--- config.mk ---
export PLATFORM = sky130hd
export DESIGN_NAME = vloop_ffirst
export DESIGN_NICKNAME = d
export VERILOG_FILES = /design/src/rtl/vff_pkg.sv /design/src/rtl/vff_cond.sv /design/src/rtl/vff_seq.sv /design/src/rtl/vloop_ffirst.sv
export SDC_FILE = /design/constraint.sdc
export NUM_CORES = 1
export LEC_CHECK = 0
export BUFFER_PORTS_ARGS = -buffer_cell sky130_fd_sc_hd__buf_2
export CORE_MARGIN = 1.5
export CORE_UTILIZATION = 52
export CTS_BUF_LIST = sky130_fd_sc_hd__clkbuf_8 sky130_fd_sc_hd__clkbuf_16
export DETAILED_ROUTE_END_ITERATION = 10
export PLACE_DENSITY_LB_ADDON = 0.1
export SLEW_MARGIN = 20
export SYNTH_ARGS = -nofsm -noshare
export SYNTH_HDL_FRONTEND = slang
export SYNTH_SLANG_ARGS = --single-unit
--- constraint.sdc ---
create_clock -name clk -period 4.8 [get_ports clk]
set_clock_uncertainty 0.2 [all_clocks]
set_input_delay 1.2 -clock clk [delete_from_list [all_inputs] [get_ports clk]]
set_output_delay 1.2 -clock clk [all_outputs]
set_load 0.01 [all_outputs]
--- src/rtl/vff_pkg.sv ---
package vff_pkg;

  typedef enum logic [1:0] {
    ST_IDLE = 2'd0,
    ST_RUN  = 2'd1,
    ST_FIN  = 2'd2
  } vff_state_e;

  localparam logic [1:0] KIND_FFIRST = 2'b01;

  // Condition outcome for one element.
  function automatic logic ff_pass(input logic rc, input logic inv,
                                   input logic [1:0] sel, input logic [3:0] cr,
                                   input logic zero);
    if (rc) return cr[sel] ^ inv;
    return (~zero) ^ inv;
  endfunction

endpackage

--- src/rtl/vff_cond.sv ---
module vff_cond
  import vff_pkg::*;
(
  input  logic       go,
  input  logic       ffirst,
  input  logic       rc,
  input  logic       inv,
  input  logic [1:0] sel,
  input  logic [3:0] cr,
  input  logic       zero,
  output logic       pass,
  output logic       incl,
  output logic       res_we,
  output logic       cr_we
);

  logic keep;
  logic rc1_only;

  always_comb begin
    if (ffirst) begin
      pass     = ff_pass(rc, inv, sel, cr, zero);
      incl     = ~rc & sel[0];
      rc1_only = ~rc & sel[1];
      keep     = pass | incl;
      res_we   = go & keep & ~rc1_only;
      cr_we    = go & keep & (rc | rc1_only);
    end else begin
      pass     = 1'b1;
      incl     = 1'b0;
      rc1_only = 1'b0;
      keep     = 1'b1;
      res_we   = go;
      cr_we    = go & rc;
    end
  end

endmodule

--- src/rtl/vff_seq.sv ---
module vff_seq
  import vff_pkg::*;
#(
  parameter int VLW = 7
) (
  input  logic           clk,
  input  logic           rst_n,
  input  logic           start,
  input  logic [VLW-1:0] vl_in,
  input  logic           valid,
  input  logic           pass,
  input  logic           incl,
  output logic           accept,
  output logic           busy,
  output logic           go,
  output logic [VLW-1:0] idx,
  output logic [VLW-1:0] vl_out,
  output logic           done
);

  vff_state_e     state;
  logic [VLW-1:0] vl_cap;
  logic           fail_evt;
  logic           last_evt;

  assign busy     = (state == ST_RUN);
  assign done     = (state == ST_FIN);
  assign accept   = start & (state == ST_IDLE);
  assign go       = busy & valid;
  assign fail_evt = go & ~pass;
  assign last_evt = go & pass & (idx == vl_cap - VLW'(1));

  always_ff @(posedge clk or negedge rst_n) begin
    if (!rst_n) begin
      state  <= ST_IDLE;
      idx    <= '0;
      vl_cap <= '0;
      vl_out <= '0;
    end else begin
      case (state)
        ST_IDLE: if (accept) begin
          vl_cap <= vl_in;
          idx    <= '0;
          if (vl_in == '0) begin
            vl_out <= vl_in;
            state  <= ST_FIN;
          end else begin
            state <= ST_RUN;
          end
        end
        ST_RUN: begin
          if (fail_evt) begin
            vl_out <= idx + VLW'(incl);
            state  <= ST_FIN;
          end else if (last_evt) begin
            vl_out <= vl_cap;
            state  <= ST_FIN;
          end else if (go) begin
            idx <= idx + VLW'(1);
          end
        end
        default: state <= ST_IDLE;
      endcase
    end
  end

  AST_IDX_HOLD: assert property (@(posedge clk) disable iff (!rst_n)
    busy && !valid |=> $stable(idx));
  AST_IDX_STEP: assert property (@(posedge clk) disable iff (!rst_n)
    go && !fail_evt && !last_evt |=> idx == $past(idx) + VLW'(1));
  AST_TRUNC_LEN: assert property (@(posedge clk) disable iff (!rst_n)
    fail_evt |=> done && vl_out == $past(idx) + VLW'($past(incl)));
  AST_FULL_LEN: assert property (@(posedge clk) disable iff (!rst_n)
    last_evt |=> done && vl_out == $past(vl_cap));
  AST_DONE_PULSE: assert property (@(posedge clk) disable iff (!rst_n)
    done |=> !done);
  AST_LEN_BOUND: assert property (@(posedge clk) disable iff (!rst_n)
    done |-> vl_out <= vl_cap);

endmodule

--- src/rtl/vloop_ffirst.sv ---
module vloop_ffirst
  import vff_pkg::*;
#(
  parameter int MAXVL = 64,
  localparam int VLW  = $clog2(MAXVL + 1)
) (
  input  logic           clk,
  input  logic           rst_n,
  input  logic           start,
  input  logic [VLW-1:0] vl_in,
  input  logic [4:0]     mode_in,
  input  logic           rc_in,
  input  logic           elem_valid,
  input  logic           elem_zero,
  input  logic [3:0]     elem_cr,
  output logic [VLW-1:0] elem_idx,
  output logic           res_we,
  output logic           cr_we,
  output logic [VLW-1:0] vl_out,
  output logic           done
);

  logic [4:0] mode_q;
  logic       rc_q;
  logic       ffirst_q;
  logic       accept;
  logic       busy;
  logic       go;
  logic       pass;
  logic       incl;

  assign ffirst_q = (mode_q[1:0] == KIND_FFIRST);

  always_ff @(posedge clk or negedge rst_n) begin
    if (!rst_n) begin
      mode_q <= '0;
      rc_q   <= 1'b0;
    end else if (accept) begin
      mode_q <= mode_in;
      rc_q   <= rc_in;
    end
  end

  vff_cond u_cond (
    .go     (go),
    .ffirst (ffirst_q),
    .rc     (rc_q),
    .inv    (mode_q[2]),
    .sel    (mode_q[4:3]),
    .cr     (elem_cr),
    .zero   (elem_zero),
    .pass   (pass),
    .incl   (incl),
    .res_we (res_we),
    .cr_we  (cr_we)
  );

  vff_seq #(.VLW(VLW)) u_seq (
    .clk    (clk),
    .rst_n  (rst_n),
    .start  (start),
    .vl_in  (vl_in),
    .valid  (elem_valid),
    .pass   (pass),
    .incl   (incl),
    .accept (accept),
    .busy   (busy),
    .go     (go),
    .idx    (elem_idx),
    .vl_out (vl_out),
    .done   (done)
  );

  AST_WE_IN_LOOP: assert property (@(posedge clk) disable iff (!rst_n)
    (res_we || cr_we) |-> busy && elem_valid);
  AST_DONE_QUIET: assert property (@(posedge clk) disable iff (!rst_n)
    done |-> !res_we && !cr_we);
  AST_RC1_NO_RES: assert property (@(posedge clk) disable iff (!rst_n)
    busy && ffirst_q && !rc_q && mode_q[4] |-> !res_we);
  AST_PLAIN_WRITES: assert property (@(posedge clk) disable iff (!rst_n)
    go && !ffirst_q |-> res_we && cr_we == rc_q);

endmodule

### Word level (Yosys, flattened, before mapping)

Cells that the tools add are included.

* bits of input ports: 22
* bits in latches: 0
* memories kept: 0
* bits in read-only memories: 0
* memory bits (writable): 0
* logic and storage cells: 72
* output and inout bits: 17
* register bits after elaboration: 29

* magnitude comparators: 1
* shifts and indexed selects: 0
* add/subtract/negate cells: 3
* divide/modulo/power cells: 0
* eq/ne operators: 10
* multiply operators: 0
* bitwise gates (word level): 19
* muxes and demuxes: 26
* reduce and logical (&&, ||, !) cells: 7

Operators with widths (number)
* $mux W7: 8
* $pmux W7 S2: 2
* $and A1 B1 Y1: 11
* $mux W1: 10
* $ne A2 B2 Y1 const B: 5
* $mux W2: 4
* $add A7 B1 Y7: 1
* $add A7 B1 Y7 const B: 1
* $eq A7 B7 Y1: 1
* $logic_not A7 Y1: 1
* $sub A7 B1 Y7 const B: 1
* $reduce_and A5 Y1: 1
* $eq A2 B1 Y1 const B: 2
* $not A1 Y1: 4
* $pmux W2 S2: 1
* $reduce_and A2 Y1: 2
* $reduce_and A4 Y1: 1
* $lt A2 B3 Y1 const B: 1
* $ne A3 B3 Y1 const B: 1
* $bmux W1 S2: 1
* $eq A2 B2 Y1 const B: 1
* $logic_not A2 Y1: 1
* $or A1 B1 Y1: 2
* $reduce_bool A2 Y1: 1
* $xor A1 B1 Y1: 2

### Logic depth before layout (Yosys ltp)

* depth after elaboration: 12
* depth in mapped cells: 9
* mapped depth without buffers: 8

### Modules after synthesis

A second synthesis with hierarchy kept.

* cells, all modules: 198
* area, all modules: 1845.5 um^2

Modules (own cells, without submodules)
* vff_seq: area an instance 1466.4 um^2, seq. area each 575.6 um^2, instances 1, cells each 169
* vloop_ffirst: area an instance 257.7 um^2, seq. area each 150.1 um^2, instances 1, cells each 14
* vff_cond: area an instance 121.4 um^2, seq. area each 0.0 um^2, instances 1, cells each 15

### Worst setup path before layout

Ideal clock, no wire load.

* path type: input -> output
* from: input port elem_cr[2]
* to: output port res_we
* data arrival time: 2241 ps
* path slack: 1159 ps
* stages: 5
* path buffers: 0
* required time: 3400 ps
* cells stage by stage: mux2i_1 xor2_1 a311oi_1 o22ai_1 a21oi_1

* word-level cells in the longest chain between the ends: 10

Ends and longest elaborated chain
* start: declaration: RTL line vloop_ffirst.sv:15 `input logic [3:0] elem_cr,`
* $bmux W1 S2: RTL line vff_pkg.sv:15 `if (rc) return cr[sel] ^ inv;`
* $mux W1 (implied by the code): RTL line vff_pkg.sv:15
* $xor A1 B1 Y1: RTL line vff_pkg.sv:15
* $mux W1: RTL line vff_pkg.sv:15
* $mux W1: RTL line vff_pkg.sv:16 `return (~zero) ^ inv;`
* $mux W1: RTL line vff_cond.sv:21 `if (ffirst) begin`
* $or A1 B1 Y1: RTL line vff_cond.sv:25 `keep = pass | incl;`
* $and A1 B1 Y1 (2 in a row): RTL line vff_cond.sv:26 `res_we = go & keep & ~rc1_only;`
* $mux W1: RTL line vff_cond.sv:21
* end: declaration: RTL line vloop_ffirst.sv:17 `output logic res_we,`

No other way between the ends. The select of a mux whose other input is x is not followed.

### Final worst setup path

Ends and elaborated chain as after synthesis.

==> impl_results.md <==
* Vias per inst at 5.65
* Initial core utilization at 55.8%
* Layout cells sized above 1 at 23.1%
* RSZ-0062 raised after global routing: false
* DR pass1 iterations at 4
* First-pass GRT wire length at 6.69 mm
* Hold-fix buffers at CTS at 0
* Fin. Hold Viols at 0
* Max Fclk at 252 MHz
* Worst-path clk slew at 0.06 ns
* Synthesized area at 1750 um^2
* Register area at 726 um^2
* Crit path cell chain: buf_2 -> mux2i_1 -> xor2_1 -> a311oi_1 -> o22ai_1 -> a21oi_1 -> buf_2
* Primary FF master, synth: dfrtp_1
* Worst reg2reg path depth at 8
* R2R Setup Slk at 1.84 ns
* Synthesized flop and latch total at 29
* Comb power frac at 42.7%
* Static Leak at 0.995 nW
* Crit path largest cell delay at 0.55 ns
* Post-Syn Nets at 218
* Clk network pwr share at 17.1%
* Postcts setup bufs at 0
* Seq/Total Area, Yosys at 41.5%
* Rows at 20
* Critical path type: input pin to primary output
* Area contributors post-synth: dfrtp_1 (42%), nand2_1 (8.4%), a221o_1 (4.0%)
* Final wirelength at 3.98 mm
* Initial drt markers at 59
* Top cell type by total area after synthesis: dfrtp_1
* Clock sinks at 29
* Die Wd at 61.0 um
* Die Height at 61.0 um
* Fin crit share at 82.8%
* Pin count of the biggest net entering global routing at 30
* Syn Inst Count at 192
* Post-CTS Resized at 0
* EDFF count, synth at 0
* Top cell type's share of synthesized area at 41.5%
* Synth async-reset ratio at 100%
* P&R area growth vs syn at 16.7%
* Antenna viol nets, final at 0
* Die area at 3720 um^2
* H-tree levels at 2
* Pwr dens at 546 nW/um^2
* Least-Margin Pin Slew at 0.647 ns
* Sequential Power Share at 40.1%
* Routed vias at 1543
* Clock root buffer: clkbuf_8
* Internal at 0.644 mW
* Setup_tns at 0 ns
* HP Class: register to register
* Post-synth top cells: nand2_1 (39), dfrtp_1 (29), nor2_1 (12)
* Max Cap Viol at 0
* Dpl cell area at 1960 um^2
* Core ar. at 3130 um^2
* Grt ovf at 0
* Drt wl/cell at 14.6 um
* Port bufs at 38
* Crit path time final at 3.98 ns
* Fillers at 283
* Post-DP HPWL at 2.97 mm
* Io pins at 39
* Post-layout instance area at 2040 um^2
* Yosys Warn Count at 0
* Required time of the critical path at 3.40 ns
* CTS Buf Count at 5
* FF-to-FF Start: u_seq.vl_cap[0]
* R2r endpoint: u_seq.vl_out[6]
* N_diodes at 0
* TritonCTS clock tree: done
* Max Transition Viols Final at 0
* Worst-skew pair later-pin latency at 0.28 ns
* Multi-input logic area at 958 um^2
* Final setup viols at 0
* Final Wtd Congestion at 0.978
* Switching part of the total at 42.1%
* Critical Path Slowest Stage Cell: a311oi_1
* Startpoint types: input pin
* Hold path start: mode_q[1]
* Vias in the first global route at 1551
* Initial antenna violation count at 0
* Syn_area_per_cell at 9.10 um^2
* GRT Overall Usage at 24.9%
* Crit-path leading delay family: compound AO/OA/AOI/OAI gates
* DRC Markers at 0
* Hold Crit Endpoint: mode_q[1]
* CTS max path bufs at 2
* Max-slew headroom at 56.7%
* Worst path buffer plus inverter count at 2
* CP Capture Type: primary output
* P_sw at 0.469 mW
* Fin nets at 254
* Hold depth at 2
* Max FO, Critical Path at 5
* Crit path top cell by count: buf_2
* Most common cell in the netlist: nand2_1
* Status: finished clean
* Yosys cell types at 45
* Post-layout util at 65.2%
* Critical path arrival at 2.58 ns
* Peak supply drop at 0.274 mV
-- logic make-up after synthesis --
| family | count (synthesis) | synth area share, % |
|---|---|---|
| flops | 29 | 41.5 |
| buf+inv | 16 | 3.58 |
| mux | 8 | 4.66 |
| xor+xnor | 15 | 8.38 |
| simple gates | 88 | 24.4 |
| fa+ha+maj | 4 | 2.87 |
| compound gates | 32 | 14.5 |
-- cells in the final DEF, fill, tap and decap left out, types with 2 or more instances in the layout --
cell type	count
xor2_1	6
a221o_1	7
inv_1	8
nor2_1	12
a211oi_1	2
o21a_1	2
nand2b_1	2
buf_2	38
clkinv_2	2
xnor2_1	8
clkbuf_8	5
dfrtp_1	29
o22ai_1	2
mux2i_1	7
nand4_1	4
o31ai_1	2
a21oi_1	5
nand3_1	5
and2_1	2
nor3_1	6
or4_1	2
ha_1	4
o21ai_0	4
nand2_1	39
nor4_1	3
nor2b_1	2
nand3b_1	2
-- metrics by stage --
stage | worst slack [ns] | std cells | hold WS, ns | power (mW)
global route | 0.672 | 273 | 0.325 | 1.21
CTS | 0.842 | 273 | 0.303 | 1.12
floorplan | 1.16 | 192 | 0.260 | 0.788
global placement | 0.961 | 265 | 0.281 | 0.897
finish | 0.824 | 273 | 0.294 | 1.11
detailed placement | 0.844 | 265 | 0.287 | 0.923
-- sequential cells by signal, indices dropped and copies added, names as in the netlist --
register and cells:
u_seq.idx 7, u_seq.vl_cap 7, u_seq.vl_out 7, mode_q 5, rc_q 1, u_seq.state 2
-- worst reg2reg max path: cells and delay by family (launching register included) --
| family | cells | cell delay, ns |
|---|---|---|
| AOI/OAI and AO/OA | 4 | 1.21 |
| adders and majority gates | 1 | 0.21 |
| buffers and inverters | 1 | 0.10 |
| DFF | 1 | 0.43 |
| and+or+nand+nor | 2 | 0.70 |
-- worst max path at each step --
stage,cells after the start,startpoint,to,slack (ns)
CTS,7,elem_cr[0],res_we,0.84
global placement,7,elem_cr[2],res_we,0.96
floorplan,5,elem_cr[2],res_we,1.16
finish,7,elem_cr[2],res_we,0.82
global route,7,elem_cr[0],res_we,0.67
detailed placement,7,elem_cr[0],res_we,0.84
-- layout make-up --
cell class	count	area share [%]
flip-flops and latches	29	35.6
clock buffers	5	3.38
repair buffers	38	9.33
well taps	44	2.70
clock inverters	3	0.675
multi-input cells	147	47.0
inverters	7	1.29
-- power by group through the flow --
stage,Combinational [mW],Clock [mW],Sequential (mW)
3_5_place_dp,0.473,0,0.449
4_1_cts,0.476,0.194,0.446
2_1_floorplan,0.371,0,0.417
5_1_grt,0.539,0.208,0.462
3_3_place_gp,0.453,0,0.444
6_report,0.476,0.191,0.447
-- per-layer routing --
metal / vias up / share of wire, % / GRT usage, %
li1: 753 / - / -
met1: 710 / 44 / 30.5
met2: 62 / 45 / 37.8
met3: 18 / 6.6 / 7.25
met4: 0 / 3.9 / 16.8
met5: - / 0 / 0
No activity file was read; power rests on OpenSTA's default activity.
